[src/rtl/pfd_pkg.sv]
package pfd_pkg;
  typedef struct packed {
    logic upAct;    // up-side pulse flip-flop state
    logic dnAct;    // down-side pulse flip-flop state
    logic cmpDone;  // last cycle of the coincidence stretch
  } pfdStrobes_t;
endpackage

[src/rtl/pfd_ctrl.sv]
module pfd_ctrl
  import pfd_pkg::*;
#(
  parameter int RST_DELAY = 2
) (
  input  logic        clk,
  input  logic        rstN,
  input  logic        refDiv,
  input  logic        vcoDiv,
  input  logic        dirSel,
  output pfdStrobes_t strb
);
  localparam int STR_W = (RST_DELAY < 2) ? 1 : $clog2(RST_DELAY + 1);
  localparam logic [STR_W-1:0] LAST = STR_W'(RST_DELAY - 1);

  logic refPrev, vcoPrev;
  logic upQ, dnQ;
  logic [STR_W-1:0] cnt;
  logic riseRef, riseVco, riseUp, riseDn, both;

  assign riseRef = refDiv & ~refPrev;
  assign riseVco = vcoDiv & ~vcoPrev;
  assign riseUp  = dirSel ? riseRef : riseVco;
  assign riseDn  = dirSel ? riseVco : riseRef;
  assign both    = upQ & dnQ;

  always_ff @(posedge clk or negedge rstN) begin
    if (!rstN) begin
      refPrev <= 1'b0;
      vcoPrev <= 1'b0;
      upQ     <= 1'b0;
      dnQ     <= 1'b0;
      cnt     <= '0;
    end else begin
      refPrev <= refDiv;
      vcoPrev <= vcoDiv;
      if (both) begin
        if (cnt == LAST) begin
          upQ <= 1'b0;
          dnQ <= 1'b0;
          cnt <= '0;
        end else begin
          cnt <= cnt + 1'b1;
        end
      end else begin
        upQ <= upQ | riseUp;
        dnQ <= dnQ | riseDn;
      end
    end
  end

  assign strb.upAct   = upQ;
  assign strb.dnAct   = dnQ;
  assign strb.cmpDone = both && (cnt == LAST);

  AST_STRETCH_ONLY_OVERLAP: assert property (@(posedge clk) disable iff (!rstN)
    (cnt != '0) |-> (upQ && dnQ));
  AST_CLEAR_TOGETHER: assert property (@(posedge clk) disable iff (!rstN)
    $fell(upQ) |-> $fell(dnQ));
endmodule

[src/rtl/pfd_datapath.sv]
module pfd_datapath
  import pfd_pkg::*;
#(
  parameter int LOCK_COUNT = 6,
  parameter int LOCK_TOL   = 1
) (
  input  logic        clk,
  input  logic        rstN,
  input  pfdStrobes_t strb,
  input  logic        refDiv,
  input  logic        vcoDiv,
  input  logic        dirSel,
  input  logic        pdEnable,
  input  logic        monEnable,
  input  logic [1:0]  gainCode,
  output logic        upOut,
  output logic        downOut,
  output logic        monA,
  output logic        monB,
  output logic [3:0]  gainMult,
  output logic        locked
);
  localparam int UNLOCK_COUNT = (LOCK_COUNT / 3 < 1) ? 1 : LOCK_COUNT / 3;
  localparam int ERR_MAX = LOCK_TOL + 1;
  localparam int ERR_W   = $clog2(ERR_MAX + 1);
  localparam int RUN_W   = $clog2(LOCK_COUNT + 1);
  localparam logic [ERR_W-1:0] ERR_TOP = ERR_W'(ERR_MAX);
  localparam logic [ERR_W-1:0] TOL_V   = ERR_W'(LOCK_TOL);
  localparam logic [RUN_W:0]   LOCK_N  = (RUN_W + 1)'(LOCK_COUNT);
  localparam logic [RUN_W:0]   DROP_N  = (RUN_W + 1)'(UNLOCK_COUNT);

  logic [ERR_W-1:0] errCnt;
  logic [RUN_W-1:0] goodRun, badRun;
  logic [RUN_W:0]   goodNext, badNext;
  logic             goodCmp;

  assign goodCmp  = (errCnt <= TOL_V);
  assign goodNext = {1'b0, goodRun} + (RUN_W + 1)'(1);
  assign badNext  = {1'b0, badRun} + (RUN_W + 1)'(1);

  always_ff @(posedge clk or negedge rstN) begin
    if (!rstN) begin
      errCnt  <= '0;
      goodRun <= '0;
      badRun  <= '0;
      locked  <= 1'b0;
    end else if (strb.cmpDone) begin
      errCnt <= '0;
      if (goodCmp) begin
        badRun <= '0;
        if (goodNext <= LOCK_N) goodRun <= goodNext[RUN_W-1:0];
        if (goodNext >= LOCK_N) locked <= 1'b1;
      end else begin
        goodRun <= '0;
        if (badNext <= DROP_N) badRun <= badNext[RUN_W-1:0];
        if (badNext >= DROP_N) locked <= 1'b0;
      end
    end else if ((strb.upAct ^ strb.dnAct) && (errCnt != ERR_TOP)) begin
      errCnt <= errCnt + 1'b1;
    end
  end

  always_ff @(posedge clk or negedge rstN) begin
    if (!rstN) begin
      monA <= 1'b0;
      monB <= 1'b0;
    end else begin
      monA <= monEnable & (dirSel ? vcoDiv : refDiv);
      monB <= monEnable & (dirSel ? refDiv : vcoDiv);
    end
  end

  assign upOut   = pdEnable & strb.upAct;
  assign downOut = pdEnable & strb.dnAct;

  always_comb begin
    case (gainCode)
      2'd0:    gainMult = 4'd2;
      2'd1:    gainMult = 4'd3;
      2'd2:    gainMult = 4'd5;
      default: gainMult = 4'd8;
    endcase
  end

  AST_ERR_BOUND: assert property (@(posedge clk) disable iff (!rstN)
    errCnt <= ERR_TOP);
  AST_LOCK_RISE_AT_DONE: assert property (@(posedge clk) disable iff (!rstN)
    $rose(locked) |-> $past(strb.cmpDone));
  AST_LOCK_FALL_AT_DONE: assert property (@(posedge clk) disable iff (!rstN)
    $fell(locked) |-> $past(strb.cmpDone));
endmodule

[src/rtl/pfd_lockdet.sv]
module pfd_lockdet
  import pfd_pkg::*;
#(
  parameter int RST_DELAY  = 2,
  parameter int LOCK_COUNT = 6,
  parameter int LOCK_TOL   = 1
) (
  input  logic       clk,
  input  logic       rstN,
  input  logic       refDiv,
  input  logic       vcoDiv,
  input  logic       dirSel,
  input  logic       pdEnable,
  input  logic       monEnable,
  input  logic [1:0] gainCode,
  output logic       upOut,
  output logic       downOut,
  output logic       monA,
  output logic       monB,
  output logic [3:0] gainMult,
  output logic       locked
);
  pfdStrobes_t strb;

  pfd_ctrl #(.RST_DELAY(RST_DELAY)) u_ctrl (
    .clk(clk), .rstN(rstN), .refDiv(refDiv), .vcoDiv(vcoDiv),
    .dirSel(dirSel), .strb(strb)
  );

  pfd_datapath #(.LOCK_COUNT(LOCK_COUNT), .LOCK_TOL(LOCK_TOL)) u_dp (
    .clk(clk), .rstN(rstN), .strb(strb), .refDiv(refDiv), .vcoDiv(vcoDiv),
    .dirSel(dirSel), .pdEnable(pdEnable), .monEnable(monEnable),
    .gainCode(gainCode), .upOut(upOut), .downOut(downOut), .monA(monA),
    .monB(monB), .gainMult(gainMult), .locked(locked)
  );
endmodule

[config.mk]
export PLATFORM = sky130hd
export DESIGN_NAME = pfd_lockdet
export DESIGN_NICKNAME = d
export VERILOG_FILES = /design/src/rtl/pfd_pkg.sv /design/src/rtl/pfd_ctrl.sv /design/src/rtl/pfd_datapath.sv /design/src/rtl/pfd_lockdet.sv
export SDC_FILE = /design/constraint.sdc
export NUM_CORES = 1
export LEC_CHECK = 0
export BUFFER_PORTS_ARGS = -buffer_cell sky130_fd_sc_hd__buf_2
export CORE_MARGIN = 2
export CORE_UTILIZATION = 58
export DETAILED_ROUTE_END_ITERATION = 8
export PLACE_DENSITY = 0.78
export SYNTH_ARGS = -nofsm -noshare
export SYNTH_HDL_FRONTEND = slang
export SYNTH_HIERARCHICAL = 1
export SYNTH_SLANG_ARGS = --single-unit
export TNS_END_PERCENT = 100
[constraint.sdc]
create_clock -name clk -period 4.23 [get_ports clk]
set_input_delay 1.269 -clock clk [delete_from_list [all_inputs] [get_ports clk]]
set_output_delay 1.269 -clock clk [all_outputs]
set_load 0.01 [all_outputs]
# --- Word level (Yosys, flattened, before mapping) ---
# Index checks and enable logic that the tools add are counted.
# W data, S select, Z words.
word_totals:
  reg_bits: 17
  inputBits: 9
  output_inout_bits: 9
  wordCells: 66
classes:
  n_bitwise: 12
  order_cmp: 5
  reduce_logical: 9
  n_mux: 18
  n_eq_ne: 7
  n_addsub: 4
op_table:
  columns: ["cell", "n"]
  rows:
  - ["$mux W3", 4]
  - ["$pmux W4 S3", 1]
  - ["$mux W1", 10]
  - ["$add A3 B1 Y4 const B", 2]
  - ["$ne A2 B2 Y1 const B", 4]
  - ["$and A1 B1 Y1", 7]
  - ["$mux W2", 3]
  - ["$reduce_bool A2 Y1", 3]
  - ["$add A2 B1 Y2 const B", 2]
  - ["$eq A2 B1 Y1 const B", 2]
  - ["$ge A4 B2 Y1 const B", 1]
  - ["$ge A4 B3 Y1 const B", 1]
  - ["$le A4 B2 Y1 const B", 1]
  - ["$le A4 B3 Y1 const B", 1]
  - ["$reduce_and A2 Y1", 2]
  - ["$reduce_and A3 Y1", 1]
  - ["$eq A2 B2 Y1 const B", 1]
  - ["$le A2 B1 Y1 const B", 1]
  - ["$logic_and A1 B1 Y1", 2]
  - ["$logic_not A2 Y1", 1]
  - ["$not A1 Y1", 2]
  - ["$or A1 B1 Y1", 2]
  - ["$xor A1 B1 Y1", 1]

# --- Logic depth before layout (Yosys ltp) ---
# Gate-level depths: netlist of the first run.
depth:
  ltp_word: 5
  mapped_depth: 6
  ltp_nobuf: 6

# --- Modules after synthesis ---
# The synthesis of the first run kept the hierarchy.
by_module_without_submodules:
  columns: ["module", "area_each_um2", "instances", "cells_each", "seq_area_each_um2"]
  rows:
  - ["pfd_datapath", 740.7, 1, 79, 275.3]
  - ["pfd_ctrl", 264.0, 1, 21, 150.1]

# --- Worst setup path after synthesis of the first run ---
# Ideal clock, no wire load.
synth_path:
  path_kind: "input-to-output"
  start: "input port gainCode[0]"
  end: "output port gainMult[1]"
  path_stages: 2
  t_required_ns: 2.961
  n_path_buf: 0
  path_slack_ns: 1.273
  t_arrival_ns: 1.688
  path_cell_list: "ha_1 > nor2_1"
synth_via:
  elab_chain_cells: 2
  word_cells_on_any_way: 4
  cone_classes: "2 x eq/ne; 1 x mux; 1 x reduce/logical"
synth_lines:
  columns: ["element", "line", "text"]
  rows:
  - ["start: declaration", "pfd_lockdet.sv:15", "input logic [1:0] gainCode,"]
  - ["$eq A2 B2 Y1, or another cell as far along", "pfd_datapath.sv:77", "case (gainCode)"]
  - ["$pmux W4 S3 (*)", "pfd_datapath.sv:77", null]
  - ["end: declaration", "pfd_lockdet.sv:20", "output logic [3:0] gainMult,"]
# Mark *: on every way between the ends. The rest lies on a longest branch, timed or not.

# --- Final worst setup path of the first run ---
# Ends and elaborated chain as after synthesis.

==> run summary, run 1 <==
outcome = completed
Die ar. = 2081 um^2
# hold bufs at CTS = 0
ys async rst share = 100.0%
Area Overhead vs Synth = 11.33%
area leader, netlist = dfrtp_1
DP Wirelength = 1.324 mm
GR Overflow Total = 0
Inserted Diodes = 0
Final Critical Period = 3.159 ns
PortBufs = 17
fmax = 0.3165 GHz
WHS Path Cells = 2
Synth cell types = 30
Total GRT Usage = 19.34%
initial antenna violation count = 0
Core ar. = 1670 um^2
Pint = 0.0003862 W
clock share of power = 13.1%
Worst-Margin Slew = 0.4113 ns
unrepaired setup endpoints after global routing = no
area fraction of the dominant cell type after synthesis = 42.34%
Die Y-Extent = 45.62 um
fin. max-slew vios = 0
Startpoint Class = primary input
Rows = 15
Fin. Hold Viols = 0
DR iter-0 viols = 13
post-route ant nets = 0
Peak VDD IR = 0.0004547 V
Final period util = 74.69%
Worst Setup End Kind = output pin
Avg WL per Cell = 13.07 um
pin count of the biggest net entering global routing = 18
Clock Tree Buf Depth = 2
r2r setup slk = 2.63 ns
first-pass GRT wire length = 2.967 mm
pre-CTS WS = 1.068 ns
Post-synth EDFFs = 0
setup TNS = 0 ns
Post-Synthesis Cells = 100
Tot Pwr = 0.0006574 W
PwrDens = 587.7 nW/um^2
Detailed Routing Iterations Pass 1 = 4
Worst R2R Start = u_dp/badRun[0]
CTS buffer count = 3
Clock Skew = 0.009000 ns
R2R depth = 5
worst setup path end = gainMult[1]
Slew HR = 72.15%
sequential share of the synthesized area = 42.34%
max_cap viols = 0
number of synthesized register bits = 17
Placed Area = 1092 um^2
Pleak = 0.5302 nW
endpoints failing setup = 0
Hold Path Origin = u_ctrl/cnt[1]
H-Tree Depth = 1
cell area after layout = 1119 um^2
Cell Area, Synth = 1005 um^2
ys flop type = dfrtp_1
CTS Root Cell = clkbuf_4
clk sinks = 17
vias = 758
TritonCTS clock tree = done
CP startpoint = gainCode[0]
gpl congestion = 0.7362
Sequential Power Share = 41.6%
Comb power frac = 45.2%
Min-Delay Path Class = flip-flop to flip-flop
Setup Fix Bufs, Post-CTS = 0
critical path class = primary input to output pin
Synth Net Count = 119
I/O pin count = 18
CTS resizes = 0
nets = 138
vias in the first global route = 714
Crit Reg-Reg Endpoint = u_dp/badRun[0]
synth top area cells = dfrtp_1 42%, ha_1 12%, xnor2_1 4.4%, nor2_1 3.4%, nand2b_1 3.1%
Final Worst Setup Slack = 1.071 ns
Reg clk slew, reported paths = 0.09 ns
effective utilization at floorplan = 60.15%
Chip Width = 45.62 um
clk_lat worst skew = 0.29 ns
switching share of total power = 41.25%
post-DR vias/cell = 5.615
share of post-route cells with drive strength above 1 = 20.34%
Crit Path Max Fanout = 3
WL final = 1.765 mm
fillers = 138
DRC = 0
Synthesis Warnings = 6
worst endpoint data arrival time = 1.89 ns
sw power = 0.0002712 W
post-synthesis area per instance = 10.05 um^2
CP required = 2.96 ns
-- sequential cells by signal, summed over array words and instances (netlist names) --
register,cells
u_ctrl/dnQ,1
u_dp/badRun,3
u_dp/errCnt,2
u_dp/monA,1
u_ctrl/refPrev,1
u_dp/locked,1
u_dp/monB,1
u_ctrl/upQ,1
u_ctrl/cnt,2
u_ctrl/vcoPrev,1
u_dp/goodRun,3
-- final cells by class --
class	count	area, um^2	area share [%]
multi-input combinational	72	530.5	47.43
sequential	17	425.4	38.03
timing repair buffer	17	85.08	7.606
inverter	8	30.03	2.685
clock buffer	4	26.28	2.349
tap	17	21.27	1.902
-- worst max-delay path: stages --
cell,delay [ns]
buf_2,0.10
inv_1,0.06
ha_1,0.19
nor2_1,0.10
nor2_1,0.04
buf_2,0.13
-- per-stage QoR --
step,utilization [%],hold WS [ns],std cells
6_report,66.97,0.4976,135
5_1_grt,66.97,0.5189,135
4_1_cts,66.97,0.5011,135
3_5_place_dp,65.39,0.4868,131
3_3_place_gp,65.39,0.4780,131
2_1_floorplan,-,0.4646,100
-- kinds of logic (layout without fill, tap and decap cells) --
family	count (synthesis)	in the layout	synth area share, %
simple gates	36	36	19.55
compound gates	19	19	14.45
flops	17	17	42.34
buf+inv	11	29	4.856
fa+ha+maj	10	10	12.45
xor+xnor	5	5	4.358
mux	2	2	1.993
-- cells in the final DEF (no fill, tap or decap), types with 2 or more instances in the layout --
cell type  netlist  final
a221oi_2         2      2
a31oi_1          2      2
and2_1           3      3
buf_2            0     17
clkbuf_4         0      3
dfrtp_1         17     17
ha_1            10     10
inv_1            8      8
mux2i_1          2      2
nand2_1          3      3
nand2b_1         5      5
nand3_1          6      6
nor2_1           9      9
nor2b_1          5      5
o21ai_0          4      4
o22ai_1          2      2
o311ai_1         2      2
xnor2_1          5      5
-- synthesized netlist by cell type, types with 2 or more instances --
library cell / count
dfrtp_1: 17
ha_1: 10
nor2_1: 9
inv_1: 8
nand3_1: 6
nand2b_1: 5
nor2b_1: 5
xnor2_1: 5
o21ai_0: 4
and2_1: 3
nand2_1: 3
a221oi_2: 2
a31oi_1: 2
buf_4: 2
mux2i_1: 2
o22ai_1: 2
o311ai_1: 2
-- worst min-delay path by stage --
stage	to	slack, ns
floorplan	u_ctrl/cnt[1]	0.46
global placement	u_ctrl/cnt[1]	0.48
detailed placement	u_ctrl/cnt[1]	0.49
CTS	u_ctrl/cnt[1]	0.50
global route	u_ctrl/cnt[1]	0.52
finish	u_ctrl/cnt[1]	0.50
-- routing by layer --
layer	GRT usage, %	share of wire, %
met4	5.294	0.79
met1	26.46	47
met2	32.11	49
met5	0	0
met3	2.381	2.9
-- power groups by stage --
stage	Clock, W	Sequential (W)	Combinational, W
3_3_place_gp	0	0.000273	0.000275
6_report	0.0000863	0.000274	0.000297
3_5_place_dp	0	0.000277	0.000294
2_1_floorplan	0	0.000260	0.000248
4_1_cts	0.0000897	0.000273	0.000296
5_1_grt	0.0000932	0.000287	0.000336
Power figures use the tool's default switching activity.
==> inputs of run 2 (changes only) <==
Settings changed: CORE_UTILIZATION 58 to 54, PLACE_DENSITY 0.78 to 0.74.
Clock period 4.23 ns to 3.1 ns, I/O delays scaled along.
==> run summary, run 2 (synthesis gave the netlist of run 1 again) <==
outcome = completed
clk sinks = 17
TritonCTS clock tree = done
pre-CTS WS = 0.6141 ns
effective utilization at floorplan = 57.56%
Chip Width = 47.14 um
CTS Root Cell = clkbuf_4
Min-Delay Path Class = flip-flop to flip-flop
Worst-Margin Slew = 0.4172 ns
vias = 779
worst endpoint data arrival time = 1.55 ns
Fin. Hold Viols = 0
I/O pin count = 18
Placed Area = 1102 um^2
Pleak = 0.5302 nW
WHS Path Cells = 2
initial antenna violation count = 0
r2r setup slk = 1.52 ns
Rows = 15
Worst Setup End Kind = output pin
Reg clk slew, reported paths = 0.10 ns
H-Tree Depth = 1
Startpoint Class = primary input
CP required = 2.17 ns
DP Wirelength = 1.316 mm
Final Worst Setup Slack = 0.6153 ns
WL final = 1.752 mm
fmax = 0.4025 GHz
Core ar. = 1745 um^2
Crit Path Max Fanout = 3
Clock Tree Buf Depth = 2
DRC = 0
Final Critical Period = 2.485 ns
clk_lat worst skew = 0.29 ns
Detailed Routing Iterations Pass 1 = 4
Die Y-Extent = 47.14 um
gpl congestion = 0.7482
Hold Path Origin = u_ctrl/cnt[1]
Setup Fix Bufs, Post-CTS = 0
fillers = 158
unrepaired setup endpoints after global routing = no
Inserted Diodes = 0
share of post-route cells with drive strength above 1 = 20.34%
PwrDens = 788.9 nW/um^2
PortBufs = 17
critical path class = primary input to output pin
fin. max-slew vios = 0
first-pass GRT wire length = 2.918 mm
Tot Pwr = 0.0008903 W
CTS resizes = 0
post-DR vias/cell = 5.448
Peak VDD IR = 0.0003656 V
largest registers = u_dp/badRun x3, u_dp/goodRun x3
Total GRT Usage = 19.33%
DR iter-0 viols = 11
endpoints failing setup = 0
Clock Skew = 0.003308 ns
Worst R2R Start = u_ctrl/dnQ
GR Overflow Total = 0
nets = 138
setup TNS = 0 ns
Hold Slack = 0.5016 ns
Area Overhead vs Synth = 12.33%
# hold bufs at CTS = 0
max_cap viols = 0
cell area after layout = 1129 um^2
Reg area = 425.4 um^2
area occupied by multi-input gates = 530.5 um^2
post-route ant nets = 0
Hold Path End = u_ctrl/cnt[1]
Crit Reg-Reg Endpoint = u_dp/badRun[0]
Die ar. = 2222 um^2
Avg WL per Cell = 12.25 um
CTS buffer count = 3
Slew HR = 71.74%
Final period util = 80.15%
pin count of the biggest net entering global routing = 18
commonest non-fill, non-tap cells in the layout = 17 x buf_2, 17 x dfrtp_1, 10 x ha_1, 9 x nor2_1, 8 x inv_1
vias in the first global route = 709
R2R depth = 4
-- run 2: cell counts in the layout (fill, tap and decap cells not counted) --
Identical to the previous run, type by type.
-- run 2: layout make-up --
type | count | area share, %
Inverter | 8 | 2.661
Clock buffer | 4 | 2.328
Tap cell | 25 | 2.772
Multi-Input combinational cell | 72 | 47.01
Sequential cell | 17 | 37.69
Timing Repair Buffer | 17 | 7.539
-- run 2: per-stage QoR --
| stage | std cells | util (%) |
|---|---|---|
| detailed placement | 139 | 63.15 |
| finish | 143 | 64.66 |
| global placement | 139 | 63.15 |
| global route | 143 | 64.66 |
| floorplan | 100 | - |
| CTS | 143 | 64.66 |
-- run 2: worst max path at each step --
stage	start	end	slack, ns	depth (start not counted)
floorplan	gainCode[0]	gainMult[1]	0.82	2
global placement	gainCode[0]	gainMult[1]	0.65	6
detailed placement	gainCode[0]	gainMult[1]	0.61	6
CTS	gainCode[0]	gainMult[1]	0.61	6
global route	gainCode[0]	gainMult[1]	0.56	6
finish	gainCode[0]	gainMult[1]	0.62	6
-- run 2: report_power, final --
part           internal (W)  switching [W]
Sequential         0.000289      0.0000831
Clock             0.0000501      0.0000684
Combinational      0.000188       0.000212
Total              0.000527       0.000364
-- run 2: routing by layer --
| layer | share of wire, % | track usage [%] | vias to the layer above |
|---|---|---|---|
| li1 | - | - | 383 |
| met1 | 46 | 22.33 | 377 |
| met2 | 48 | 32.33 | 15 |
| met3 | 3.3 | 4.615 | 4 |
| met4 | 2.3 | 11.67 | 0 |
| met5 | 0 | 0 | - |
-- run 2: worst max-delay path, stage by stage --
cell    delay [ns]
buf_2         0.10
inv_1         0.06
ha_1          0.19
nor2_1        0.10
nor2_1        0.04
buf_2         0.13
==> inputs of run 3 (changes only) <==
Settings changed: ABC_AREA from default to 1, PLACE_DENSITY 0.74 to 0.73.
Clock period 3.1 ns to 2.3 ns, I/O delays scaled along.
==> run summary, run 3 <==
I/O pin count = 18
Crit Path Max Fanout = 3
gpl congestion = 0.8125
met1 usage = 18.90%
critical path class = primary input to output pin
CP required = 1.61 ns
largest registers = u_dp/badRun x3, u_dp/goodRun x3
pin count of the biggest net entering global routing = 18
Post-synth EDFFs = 0
ys flop type = dfrtp_1
pre-CTS WS = 0.2908 ns
placed insts = 181
Die Y-Extent = 48.46 um
sw power = 0.0005684 W
Min-Delay Path Class = primary input to async pin
Post-synth top cells = 33 x nand2_1, 23 x inv_1, 17 x dfrtp_1
ys async rst share = 100.0%
CTS Root Cell = clkbuf_4
Clock Tree Buf Depth = 2
Die ar. = 2348 um^2
area fraction of the dominant cell type after synthesis = 39.86%
Non-Filler Instances = 185
post-DR vias/cell = 4.724
PwrDens = 1058 nW/um^2
Rows = 16
Worst Setup End Kind = output pin
Core ar. = 1902 um^2
Final Worst Setup Slack = 0.2975 ns
GR Overflow Total = 0
H-Tree Depth = 1
WL final = 1.748 mm
Post-Synthesis Cells = 140
Cell Area, Synth = 1067 um^2
vias in the first global route = 820
Clock Skew = 0.002012 ns
fmax = 0.4994 GHz
Synth cell types = 19
commonest non-fill, non-tap cells in the layout = 33 x nand2_1, 23 x inv_1, 17 x buf_2, 17 x dfrtp_1, 12 x nand3_1
Final Critical Period = 2.003 ns
TritonCTS clock tree = done
synth top area cells = dfrtp_1 40%, ha_1 12%, nand2_1 12%, inv_1 8.1%, nand3_1 5.6%
Comb power frac = 49.0%
Pleak = 0.7012 nW
Peak VDD IR = 0.0006960 V
post-synthesis area per instance = 7.623 um^2
fin. max-slew vios = 0
Chip Width = 48.46 um
CTS resizes = 0
area leader, netlist = dfrtp_1
GR peak layer = met2
number of synthesized register bits = 17
met2 GRT Util = 30.56%
Reg area = 425.4 um^2
DRC = 0
worst endpoint data arrival time = 1.31 ns
Area Overhead vs Synth = 11.61%
clock share of power = 12.8%
Inserted Diodes = 0
CTS buffer count = 3
DR iter-0 viols = 17
Avg WL per Cell = 9.449 um
# hold bufs at CTS = 0
Tot Pwr = 0.001261 W
initial antenna violation count = 0
Startpoint Class = primary input
PortBufs = 17
met3 usage = 5.864%
Sequential Power Share = 38.2%
Fin. Hold Viols = 0
Pint = 0.0006922 W
sequential share of the synthesized area = 39.86%
fillers = 186
Synthesis Warnings = 6
endpoints failing setup = 0
vias = 874
Detailed Routing Iterations Pass 1 = 4
area occupied by multi-input gates = 506.7 um^2
Setup Fix Bufs, Post-CTS = 0
effective utilization at floorplan = 56.12%
post-layout util = 62.63%
clk_lat worst skew = 0.29 ns
unrepaired setup endpoints after global routing = no
max_cap viols = 0
DP Wirelength = 1.369 mm
Total GRT Usage = 17.00%
clk sinks = 17
setup TNS = 0 ns
most common cell in the netlist = nand2_1
Slew HR = 74.77%
Final period util = 87.07%
Synth Net Count = 159
post-route ant nets = 0
commonest non-fill, non-tap cell in the layout = nand2_1
Worst-Margin Slew = 0.3785 ns
switching share of total power = 45.09%
first-pass GRT wire length = 3.160 mm
nets = 178
outcome = completed
share of post-route cells with drive strength above 1 = 23.42%
Reg clk slew, reported paths = 0.10 ns
==> run 3: cell types whose count changed in the layout (fill, tap and decap cells not counted), sizes merged, moves of 5 or more <==
| cell | before | now |
|---|---|---|
| nand2 | 3 | 38 |
| nand3 | 6 | 15 |
| nor2b | 5 | 0 |
| inv | 8 | 29 |
| nand2b | 5 | 0 |
| xnor2 | 5 | 0 |
==> run 3: final timing paths <==
| path | end | slack [ns] | cells after the start | from |
|---|---|---|---|---|
| hold reg to reg | u_ctrl/cnt[1] | 0.52 | 2 | u_ctrl/cnt[1] |
| setup reg to reg | u_dp/badRun[0] | 0.85 | 9 | u_ctrl/upQ |
| hold / removal | u_dp/badRun[1] | 0.30 | 1 | rstN |
| max in group asynchronous | u_dp/badRun[0] | 1.73 | 1 | rstN |
| setup / recovery | gainMult[1] | 0.30 | 6 | gainCode[0] |
| min in group clk | u_ctrl/cnt[1] | 0.52 | 2 | u_ctrl/cnt[1] |
==> run 3: cell type report <==
cell class | instances | share of cell area, %
multi-input cells | 90 | 42.54
flip-flops and latches | 17 | 35.71
inverters | 30 | 9.454
repair buffers | 17 | 7.143
well taps | 27 | 2.836
clock buffers | 3 | 1.891
clock inverters | 1 | 0.4202
==> run 3: kinds of logic (layout without fill, tap and decap cells) <==
kind of cell	count (synthesis)	count (layout)	share of synthesized area, %
adder cells (fa/ha/maj)	10	10	11.72
AO/OA/AOI/OAI	10	10	4.689
AND/OR/NAND/NOR	69	69	30.25
buffers and inverters	33	51	12.66
flip-flops	17	17	39.86
XOR/XNOR	1	1	0.8208
==> run 3: power groups by stage <==
stage / Combinational, W / Sequential (W) / Clock (W)
4_1_cts: 0.000625 / 0.000483 / 0.000170
3_5_place_dp: 0.000621 / 0.000489 / 0
2_1_floorplan: 0.000537 / 0.000465 / 0
5_1_grt: 0.000714 / 0.000501 / 0.000181
6_report: 0.000618 / 0.000481 / 0.000162
3_3_place_gp: 0.000593 / 0.000486 / 0
==> run 3: layer usage <==
metal,vias up,routed length [um]
met4,0,12
li1,463,-
met3,2,86
met2,21,918
met5,-,0
met1,388,731
==> run 3: worst max-delay path, stage by stage <==
cell and delay [ns]:
buf_2 0.10, inv_1 0.06, ha_1 0.19, nor2_1 0.10
nor2_1 0.04, buf_2 0.13
==> run 3: stage by stage <==
step / hold WS (ns) / instance area [um^2]
global route: 0.3164 / 1191
finish: 0.2982 / 1191
global placement: 0.4968 / 1164
floorplan: 0.3944 / 1067
detailed placement: 0.5047 / 1164
CTS: 0.3037 / 1191
